===== src/rtl/adc_seq_pkg.sv =====
package adc_seq_pkg;

  typedef enum logic [1:0] {
    ST_IDLE = 2'd0,
    ST_WAIT = 2'd1,
    ST_RUN  = 2'd2
  } q_state_e;

  typedef struct packed {
    logic eoq;
    logic pause;
    logic ext;
    logic bnum;
    logic cal;
  } cmd_ctl_t;

endpackage


===== src/rtl/seq_rst_sync.sv =====
module seq_rst_sync (
  input  logic clk,
  input  logic rst_n,
  output logic rst_n_sync
);

  logic [1:0] sync_q;

  always_ff @(posedge clk or negedge rst_n) begin
    if (!rst_n) sync_q <= 2'b00;
    else        sync_q <= {sync_q[0], 1'b1};
  end

  assign rst_n_sync = sync_q[1];

endmodule


===== src/rtl/seq_cmd_decode.sv =====
module seq_cmd_decode
  import adc_seq_pkg::*;
#(
  parameter int CMD_W = 32
) (
  input  logic [CMD_W-1:0] word_i,
  output cmd_ctl_t         ctl_o,
  output logic [CMD_W-9:0] payload_o
);

  localparam int TOP = CMD_W - 1;

  logic unused_rsvd;

  // MSB-first numbering: control bit k lives at word bit TOP-k
  assign ctl_o.eoq   = word_i[TOP];
  assign ctl_o.pause = word_i[TOP-1];
  assign ctl_o.ext   = word_i[TOP-5];
  assign ctl_o.bnum  = word_i[TOP-6];
  assign ctl_o.cal   = word_i[TOP-7];
  assign payload_o   = word_i[CMD_W-9:0];
  assign unused_rsvd = ^word_i[TOP-2:TOP-4];

endmodule


===== src/rtl/seq_fsm.sv =====
module seq_fsm
  import adc_seq_pkg::*;
(
  input  logic     clk,
  input  logic     rst_n,
  input  logic [1:0] mode_i,
  input  logic     arm_i,
  input  logic     trig_i,
  input  logic     xfer_i,
  input  logic     eoq_i,
  input  logic     pause_i,
  output q_state_e state_o
);

  q_state_e state_q, state_d;
  logic     trig_q;
  logic     trig_rise;
  logic     sw_mode;
  logic     cont_mode;

  assign sw_mode   = mode_i[1];
  assign cont_mode = mode_i[0];
  assign trig_rise = trig_i & ~trig_q;

  always_comb begin
    state_d = state_q;
    case (state_q)
      ST_IDLE: if (arm_i) state_d = sw_mode ? ST_RUN : ST_WAIT;
      ST_WAIT: if (trig_rise) state_d = ST_RUN;
      ST_RUN: begin
        if (xfer_i) begin
          if (eoq_i) begin
            if (!cont_mode)   state_d = ST_IDLE;
            else if (sw_mode) state_d = ST_RUN;
            else              state_d = ST_WAIT;
          end else if (pause_i && !sw_mode) begin
            state_d = ST_WAIT;
          end
        end
      end
      default: state_d = ST_IDLE;
    endcase
  end

  always_ff @(posedge clk or negedge rst_n) begin
    if (!rst_n) begin
      state_q <= ST_IDLE;
      trig_q  <= 1'b0;
    end else begin
      state_q <= state_d;
      trig_q  <= trig_i;
    end
  end

  assign state_o = state_q;


  trig_wake_chk: assert property (@(posedge clk) disable iff (!rst_n)
    (state_q == ST_WAIT && trig_i && !trig_q) |=> (state_q == ST_RUN));


  pause_park_chk: assert property (@(posedge clk) disable iff (!rst_n)
    (xfer_i && pause_i && !eoq_i && !mode_i[1]) |=> (state_q == ST_WAIT));


  eoq_single_chk: assert property (@(posedge clk) disable iff (!rst_n)
    (xfer_i && eoq_i && !mode_i[0]) |=> (state_q == ST_IDLE));


  arm_ignored_chk: assert property (@(posedge clk) disable iff (!rst_n)
    (state_q == ST_WAIT && !trig_i) |=> (state_q == ST_WAIT));

endmodule


===== src/rtl/seq_track.sv =====
module seq_track #(
  parameter int CNT_W = 8
) (
  input  logic             clk,
  input  logic             rst_n,
  input  logic             xfer_i,
  input  logic             eoq_i,
  input  logic             pause_i,
  input  logic             eoq_clr_i,
  input  logic             pause_clr_i,
  output logic [CNT_W-1:0] cnt_o,
  output logic             eoq_flag_o,
  output logic             pause_flag_o
);

  logic [CNT_W-1:0] cnt_q, cnt_d;
  logic             eoq_q, eoq_d;
  logic             pau_q, pau_d;
  logic             cnt_en;

  assign cnt_en = xfer_i;

  always_comb begin
    cnt_d = eoq_i ? '0 : cnt_q + 1'b1;
    eoq_d = (xfer_i & eoq_i)   | (eoq_q & ~eoq_clr_i);
    pau_d = (xfer_i & pause_i) | (pau_q & ~pause_clr_i);
  end

  always_ff @(posedge clk or negedge rst_n) begin
    if (!rst_n) begin
      cnt_q <= '0;
      eoq_q <= 1'b0;
      pau_q <= 1'b0;
    end else begin
      if (cnt_en) cnt_q <= cnt_d;
      eoq_q <= eoq_d;
      pau_q <= pau_d;
    end
  end

  assign cnt_o        = cnt_q;
  assign eoq_flag_o   = eoq_q;
  assign pause_flag_o = pau_q;


  eoq_zero_chk: assert property (@(posedge clk) disable iff (!rst_n)
    (xfer_i && eoq_i) |=> (cnt_o == '0 && eoq_flag_o));


  cnt_step_chk: assert property (@(posedge clk) disable iff (!rst_n)
    (xfer_i && !eoq_i) |=> (cnt_o == $past(cnt_o) + 1'b1));


  set_wins_chk: assert property (@(posedge clk) disable iff (!rst_n)
    (xfer_i && pause_i && pause_clr_i) |=> pause_flag_o);


  both_flags_chk: assert property (@(posedge clk) disable iff (!rst_n)
    (xfer_i && pause_i && eoq_i) |=> (pause_flag_o && eoq_flag_o));

endmodule


===== src/rtl/adc_cmd_sequencer.sv =====
module adc_cmd_sequencer
  import adc_seq_pkg::*;
#(
  parameter int CMD_W = 32,
  parameter int CNT_W = 8
) (
  input  logic             clk,
  input  logic             rst_n,
  input  logic [1:0]       mode_i,
  input  logic             arm_i,
  input  logic             trig_i,
  input  logic             cmd_valid_i,
  input  logic [CMD_W-1:0] cmd_data_i,
  output logic             cmd_ready_o,
  output logic             dst_valid_o,
  input  logic             dst_ready_i,
  output logic [1:0]       dst_sel_o,
  output logic             dst_cal_o,
  output logic [CMD_W-9:0] dst_data_o,
  output logic             eoq_flag_o,
  output logic             pause_flag_o,
  input  logic             eoq_clr_i,
  input  logic             pause_clr_i,
  output logic [CNT_W-1:0] xfer_cnt_o,
  output logic [1:0]       state_o
);

  logic     rst_n_s;
  cmd_ctl_t ctl;
  q_state_e state;
  logic     running;
  logic     xfer;

  seq_rst_sync u_rst (
    .clk        (clk),
    .rst_n      (rst_n),
    .rst_n_sync (rst_n_s)
  );

  seq_cmd_decode #(.CMD_W(CMD_W)) u_dec (
    .word_i    (cmd_data_i),
    .ctl_o     (ctl),
    .payload_o (dst_data_o)
  );

  assign running     = (state == ST_RUN);
  assign dst_valid_o = running & cmd_valid_i;
  assign cmd_ready_o = running & dst_ready_i;
  assign xfer        = cmd_valid_i & cmd_ready_o;
  assign dst_sel_o   = {ctl.ext, ctl.bnum};
  assign dst_cal_o   = ctl.cal;

  seq_fsm u_fsm (
    .clk     (clk),
    .rst_n   (rst_n_s),
    .mode_i  (mode_i),
    .arm_i   (arm_i),
    .trig_i  (trig_i),
    .xfer_i  (xfer),
    .eoq_i   (ctl.eoq),
    .pause_i (ctl.pause),
    .state_o (state)
  );

  seq_track #(.CNT_W(CNT_W)) u_trk (
    .clk          (clk),
    .rst_n        (rst_n_s),
    .xfer_i       (xfer),
    .eoq_i        (ctl.eoq),
    .pause_i      (ctl.pause),
    .eoq_clr_i    (eoq_clr_i),
    .pause_clr_i  (pause_clr_i),
    .cnt_o        (xfer_cnt_o),
    .eoq_flag_o   (eoq_flag_o),
    .pause_flag_o (pause_flag_o)
  );

  assign state_o = state;


  stall_hold_chk: assert property (@(posedge clk) disable iff (!rst_n_s)
    (dst_valid_o && !dst_ready_i) |=> $stable(xfer_cnt_o));


  pop_gate_chk: assert property (@(posedge clk) disable iff (!rst_n_s)
    cmd_ready_o |-> (state_o == 2'd2));

endmodule


===== config.mk =====
export PLATFORM = sky130hd
export DESIGN_NAME = adc_cmd_sequencer
export DESIGN_NICKNAME = d
export VERILOG_FILES = /design/src/rtl/adc_seq_pkg.sv /design/src/rtl/seq_rst_sync.sv /design/src/rtl/seq_cmd_decode.sv /design/src/rtl/seq_fsm.sv /design/src/rtl/seq_track.sv /design/src/rtl/adc_cmd_sequencer.sv
export SDC_FILE = /design/constraint.sdc
export NUM_CORES = 1
export LEC_CHECK = 0
export BUFFER_PORTS_ARGS = -buffer_cell sky130_fd_sc_hd__clkbuf_2
export CAP_MARGIN = 30
export CORE_UTILIZATION = 25
export DETAILED_ROUTE_END_ITERATION = 7
export RECOVER_POWER = 100
export SYNTH_ARGS = -nofsm -noshare
export SYNTH_HDL_FRONTEND = slang
export SYNTH_SLANG_ARGS = --single-unit

===== constraint.sdc =====
create_clock -name clk -period 1.3 [get_ports clk]
set_clock_uncertainty 0.2 [all_clocks]
set_input_delay 0.13 -clock clk [delete_from_list [all_inputs] [get_ports clk]]
set_output_delay 0.13 -clock clk [all_outputs]
set_load 0.02 [all_outputs]

# After elaboration in Yosys (flattened, before gate mapping)
# Cells that the tools add are included.
# W data, S select, Z words.
[classes] n_addsub=1 n_mul=0 n_div=0 magnitude_cmp=0 eq_ne=6 n_shift=0 muxes=9 bitwise=13 reduce_logical=4
[op_table] operator="$mux W2" n=7
[op_table] operator="$add A8 B1 Y8 const B" n=1
[op_table] operator="$and A1 B1 Y1" n=8
[op_table] operator="$mux W8" n=1
[op_table] operator="$pmux W2 S3" n=1
[op_table] operator="$ne A2 B1 Y1 const B" n=2
[op_table] operator="$reduce_and A4 Y1" n=1
[op_table] operator="$ne A3 B2 Y1 const B" n=1
[op_table] operator="$not A1 Y1" n=3
[op_table] operator="$eq A2 B1 Y1 const B" n=1
[op_table] operator="$eq A2 B2 Y1 const B" n=1
[op_table] operator="$logic_not A2 Y1" n=1
[op_table] operator="$ne A2 B2 Y1 const B" n=1
[op_table] operator="$or A1 B1 Y1" n=2
[op_table] operator="$logic_and A1 B1 Y1" n=1
[op_table] operator="$logic_not A1 Y1" n=1
[word_totals] ff_bits=15 latch_bits=0 ramBits=0 rom_bits=0 in_bits=42 out_inout_bits=41 wordCells=39 mem_count=0

# Logic depth before layout (Yosys ltp)
[logic_depth] ltp_word=6 mapped_depth=5 mapped_depth_nobuf=4

# Modules after synthesis
# Synthesis repeated with hierarchy kept, for this count alone.
[hier_totals] cells_unflattened=106 area_unflattened_um2=967.2
[modules_own_cells] module="seq_track" instances=1 cells_per_inst=50 area_each_um2=494.2 seq_area_each_um2=250.2
[modules_own_cells] module="seq_cmd_decode" instances=1 cells_per_inst=29 area_each_um2=217.7 seq_area_each_um2=0.0
[modules_own_cells] module="seq_fsm" instances=1 cells_per_inst=21 area_each_um2=171.4 seq_area_each_um2=75.1
[modules_own_cells] module="seq_rst_sync" instances=1 cells_per_inst=3 area_each_um2=53.8 seq_area_each_um2=50.0
[modules_own_cells] module="adc_cmd_sequencer" instances=1 cells_per_inst=3 area_each_um2=30.0 seq_area_each_um2=0.0

# Least setup slack after synthesis
# OpenSTA, ideal clock, no wires.
[synth_timing] kind="reg-to-reg" start="register u_trk.cnt_q[0] (netlist: u_trk.cnt_o[0])" end="register u_trk.cnt_q[6] (netlist: u_trk.cnt_o[6])" setup_time_ps=78 arrival_time_ps=1363 required_ps=1022 setup_slack_ps=-340 path_stages_with_launch=5 n_path_buf=0 period_less_slack_ps=1640 path_cell_list="dfrtp_1 -> ha_1 -> nand2_1 -> or4_1 -> a21boi_1"
[synth_between] elab_chain_len=2
[synth_rtl] element="start, declared" line_no="seq_track.sv:16" text="logic [CNT_W-1:0] cnt_q, cnt_d;"
[synth_rtl] element="start signal, assigned" line_no="seq_track.sv:35" text="if (cnt_en) cnt_q <= cnt_d;"
[synth_rtl] element="$add A8 B1 Y8" line_no="seq_track.sv:24" text="cnt_d = eoq_i ? '0 : cnt_q + 1'b1;"
[synth_rtl] element="$mux W8" line_no="seq_track.sv:24"
# No other way between the ends.
# A chain may end at the register's enable or synchronous reset.

# Worst setup path after layout
[layout_timing] start="register u_fsm.state_q[1] (netlist: u_fsm.state_o[1])" end="output port cmd_ready_o"
[layout_between] elab_chain_len=2
[layout_rtl] element="start, declared" line_no="seq_fsm.sv:15" text="q_state_e state_q, state_d;"
[layout_rtl] element="start signal, assigned" line_no="seq_fsm.sv:50" text="state_q <= state_d;"
[layout_rtl] element="$eq A2 B2 Y1" line_no="adc_cmd_sequencer.sv:46" text="assign running = (state == ST_RUN);"
[layout_rtl] element="$and A1 B1 Y1" line_no="adc_cmd_sequencer.sv:48" text="assign cmd_ready_o = running & dst_ready_i;"
[layout_rtl] element="end, declared" line_no="adc_cmd_sequencer.sv:14" text="output logic cmd_ready_o,"
# No other way between the ends.

==> impl_metrics.tcl <==
set metrics [dict create \
    status "finished with violations" \
    violations "setup timing" \
    synth_compound_area_share_pct 15.2 \
    clkLatencyLatePin_ps 250 \
    start_util_pct 26.4 \
    synthTopCellsByArea "dfrtp_1 38%, buf_4 21%, o21ai_0 5.1%" \
    yosysTopAreaCell "dfrtp_1" \
    yosysMostFrequentCell "buf_4" \
    clock_path_buffers 2 \
    grt_max_degree 14 \
    grt_pass1_wl_um 3920 \
    finalWirelength_um 2490 \
    cts_buffers 3 \
    ys_types 29 \
    yosysTopAreaCellShare_pct 38.3 \
    leakagePower_nw 0.672 \
    vias 837 \
    critical_path.startpoint "u_fsm.state_o[1]" \
    grt_pass1_vias 918 \
    worst_setup_path_start_kind "flop" \
    hold_end "u_trk.eoq_flag_o" \
    synth_top_family_by_area "buffers and inverters" \
    antenna_found_initial 0 \
    avgSynthCellArea_um2 9.52 \
    synthCells 103 \
    io_buffers 25 \
    synthXorXnorAreaFrac_pct 0 \
    core_area_mm2 0.00372 \
    cellPowerDensity_mw_per_mm2 1530 \
    clk_root_buffer_cell "clkbuf_8" \
    drt_iter0_markers 11 \
    h-tree-depth 1 \
    endpoint_kind "output port" \
    synth_ff_type "dfrtp_1" \
    yosys_warnings 0 \
    path_clk_slew_ps 60 \
    path_cells "buf_6 -> and2b_2 -> and2_4 -> buf_8" \
    finish.utilization_pct 39.7 \
    hold_violations 0 \
    max-vdd-ir-drop_v 0.000751 \
    vias_per_cell 4.45 \
    drive_gt1_share_pct 61.4 \
    slew_violations 0 \
    gp_congestion 0.823 \
    die_h_um 64.6 \
    cap_violations 0 \
    n_antenna_cell 0 \
    setup_slack_ps -275 \
    critPathMaxFanout 3 \
    critPathKind "reg2out" \
    rsz0062_at_grt "yes" \
    netlist_top_cells_count "27 x buf_4, 15 x dfrtp_1, 10 x o21ai_0" \
    r2r_cells 4 \
    r2r_start "u_fsm.state_o[1]" \
    synth_edf_count 0 \
    ys_ff_latch 15 \
    grt_use_total_pct 12.4 \
    min_path_cells 3 \
    syn_to_final_growth_pct 50.4 \
    arrival_ps 1250 \
    syn-cell-area_um2 981 \
    cts.sinks 15 \
    drc 0 \
    setup_tns_ps -2590 \
    gr-total-overflow 0 \
    die_area_mm2 0.00418 \
    syn_nets 146 \
    yosysSeqAreaShare_pct 38.3 \
    period_needed_ps 1580 \
    min_from "cmd_data_i[31]" \
    io_pins 83 \
    fin_crit_sh_pct 121 \
    hold_ws_ps 48.9 \
    die_w_um 64.6 \
    fmax_ghz 0.635 \
    hold_path_class "in2reg" \
    cp_slowest_cell "dfrtp_2" \
    synthSimpleGateAreaFrac_pct 19.3 \
    r2r_slack_ps -250 \
    r2r_end "u_trk.cnt_o[5]" \
    rows 22 \
    synthMuxAreaShare_pct 1.15 \
    synthAdderAreaFrac_pct 1.28 \
    worstPathRequired_ps 970 \
    setup_viol 14 \
    ant_nets 0 \
    wl_per_cell_um 13.2 \
    crit_path_max_incr_delay_ps 420 \
    nNetsFinal 184 \
    cts_tree "done" \
    postSynth.asyncResetShare_pct 100 \
    drt_pass1_iterations 6 \
    hpwl_um 1680 \
]
-- final cells by class --
class                      instances  area (um2)
multi-input combinational         55         452
inverter                           4        15.0
sequential                        15         382
fill                             376        2240
tap                               48        60.1
timing repair buffer              62         522
clock buffer                       4        45.0
-- registers in the layout (all words and copies together) (netlist names) --
name	cells
u_fsm.state_o	2
u_fsm.trig_q	1
u_rst.sync_q	2
u_trk.cnt_o	8
u_trk.eoq_flag_o	1
u_trk.pause_flag_o	1
-- worst max-delay path, delay by kind of cell (launching register included) --
family                 cells  cell delay [ps]
AND/OR/NAND/NOR            2              340
flip-flops                 1              420
buffers and inverters      2              240
-- per-layer routing --
layer  share of wire [%]  global-route usage (%)  wire [um]  vias up
met4                 1.1                    6.39         28        0
met1                  40                    12.1        990      386
met3                 7.1                    5.81        177        6
met5                   0                       0          0        -
met2                  52                    21.8       1290       39
li1                    -                       -          -      406
-- how the worst max path moves through the flow --
stage | endpoint | cells after the start
3_3_place_gp | u_trk.cnt_o[6] | 3
5_1_grt | cmd_ready_o | 4
2_1_floorplan | u_trk.cnt_o[6] | 3
4_1_cts | cmd_ready_o | 4
3_5_place_dp | u_fsm.state_o[0] | 4
6_report | cmd_ready_o | 4
-- layout by cell type (no fill, tap or decap), types with 2 or more instances in the layout --
cell type | synthesis | final
a221oi_2 | 0 | 2
and2_4 | 0 | 2
buf_4 | 27 | 20
dfrtp_2 | 0 | 5
clkbuf_1 | 0 | 3
o21ai_0 | 10 | 2
o21ai_2 | 0 | 6
clkbuf_2 | 0 | 14
nand2b_1 | 2 | 2
o21ai_1 | 1 | 3
buf_8 | 0 | 4
nand3_2 | 1 | 3
a21boi_1 | 4 | 3
nand2_2 | 0 | 3
nand2_1 | 9 | 5
buf_6 | 2 | 11
clkbuf_8 | 0 | 5
inv_1 | 4 | 4
or4_1 | 3 | 3
dfrtp_1 | 15 | 10
dlygate4sd3_1 | 0 | 7
o31ai_1 | 4 | 4
-- per-stage QoR --
stage          cells  instance area, um2  worst slack (ps)  total power, mW
4_1_cts          185                1410              -303             2.18
5_1_grt          188                1480              -321             2.39
3_3_place_gp     167                1120              -179             1.41
2_1_floorplan    103                1010              -251             1.25
3_5_place_dp     167                1120              -237             1.44
6_report         188                1480              -275             2.25
-- power by group --
part | leakage, nW | switching [mW] | total [mW] | internal, mW
logic | 0.460 | 0.529 | 1.22 | 0.695
registers | 0.190 | 0.0825 | 0.638 | 0.555
clock network | 0.0228 | 0.172 | 0.390 | 0.217
-- logic make-up (layout without fill, tap and decap cells) --
group | Yosys count | count (layout)
flip-flops | 15 | 15
AND/OR/NAND/NOR | 29 | 29
other | 1 | 1
AO/OA/AOI/OAI | 23 | 23
buffers and inverters | 33 | 70
adder cells (fa/ha/maj) | 1 | 1
multiplexers | 1 | 1
-- what timing repair did --
| item | 4_1_cts | 5_1_grt |
|---|---|---|
| endpoints found under the setup margin | 18 | 22 |
| gates resized for setup | 28 | 23 |
| endpoints found under the hold margin | 18 | 0 |
| pin swaps | 8 | 6 |
| hold buffers | 7 | 0 |
| setup buffers | 8 | 4 |
No activity file was read; power rests on OpenSTA's default activity.
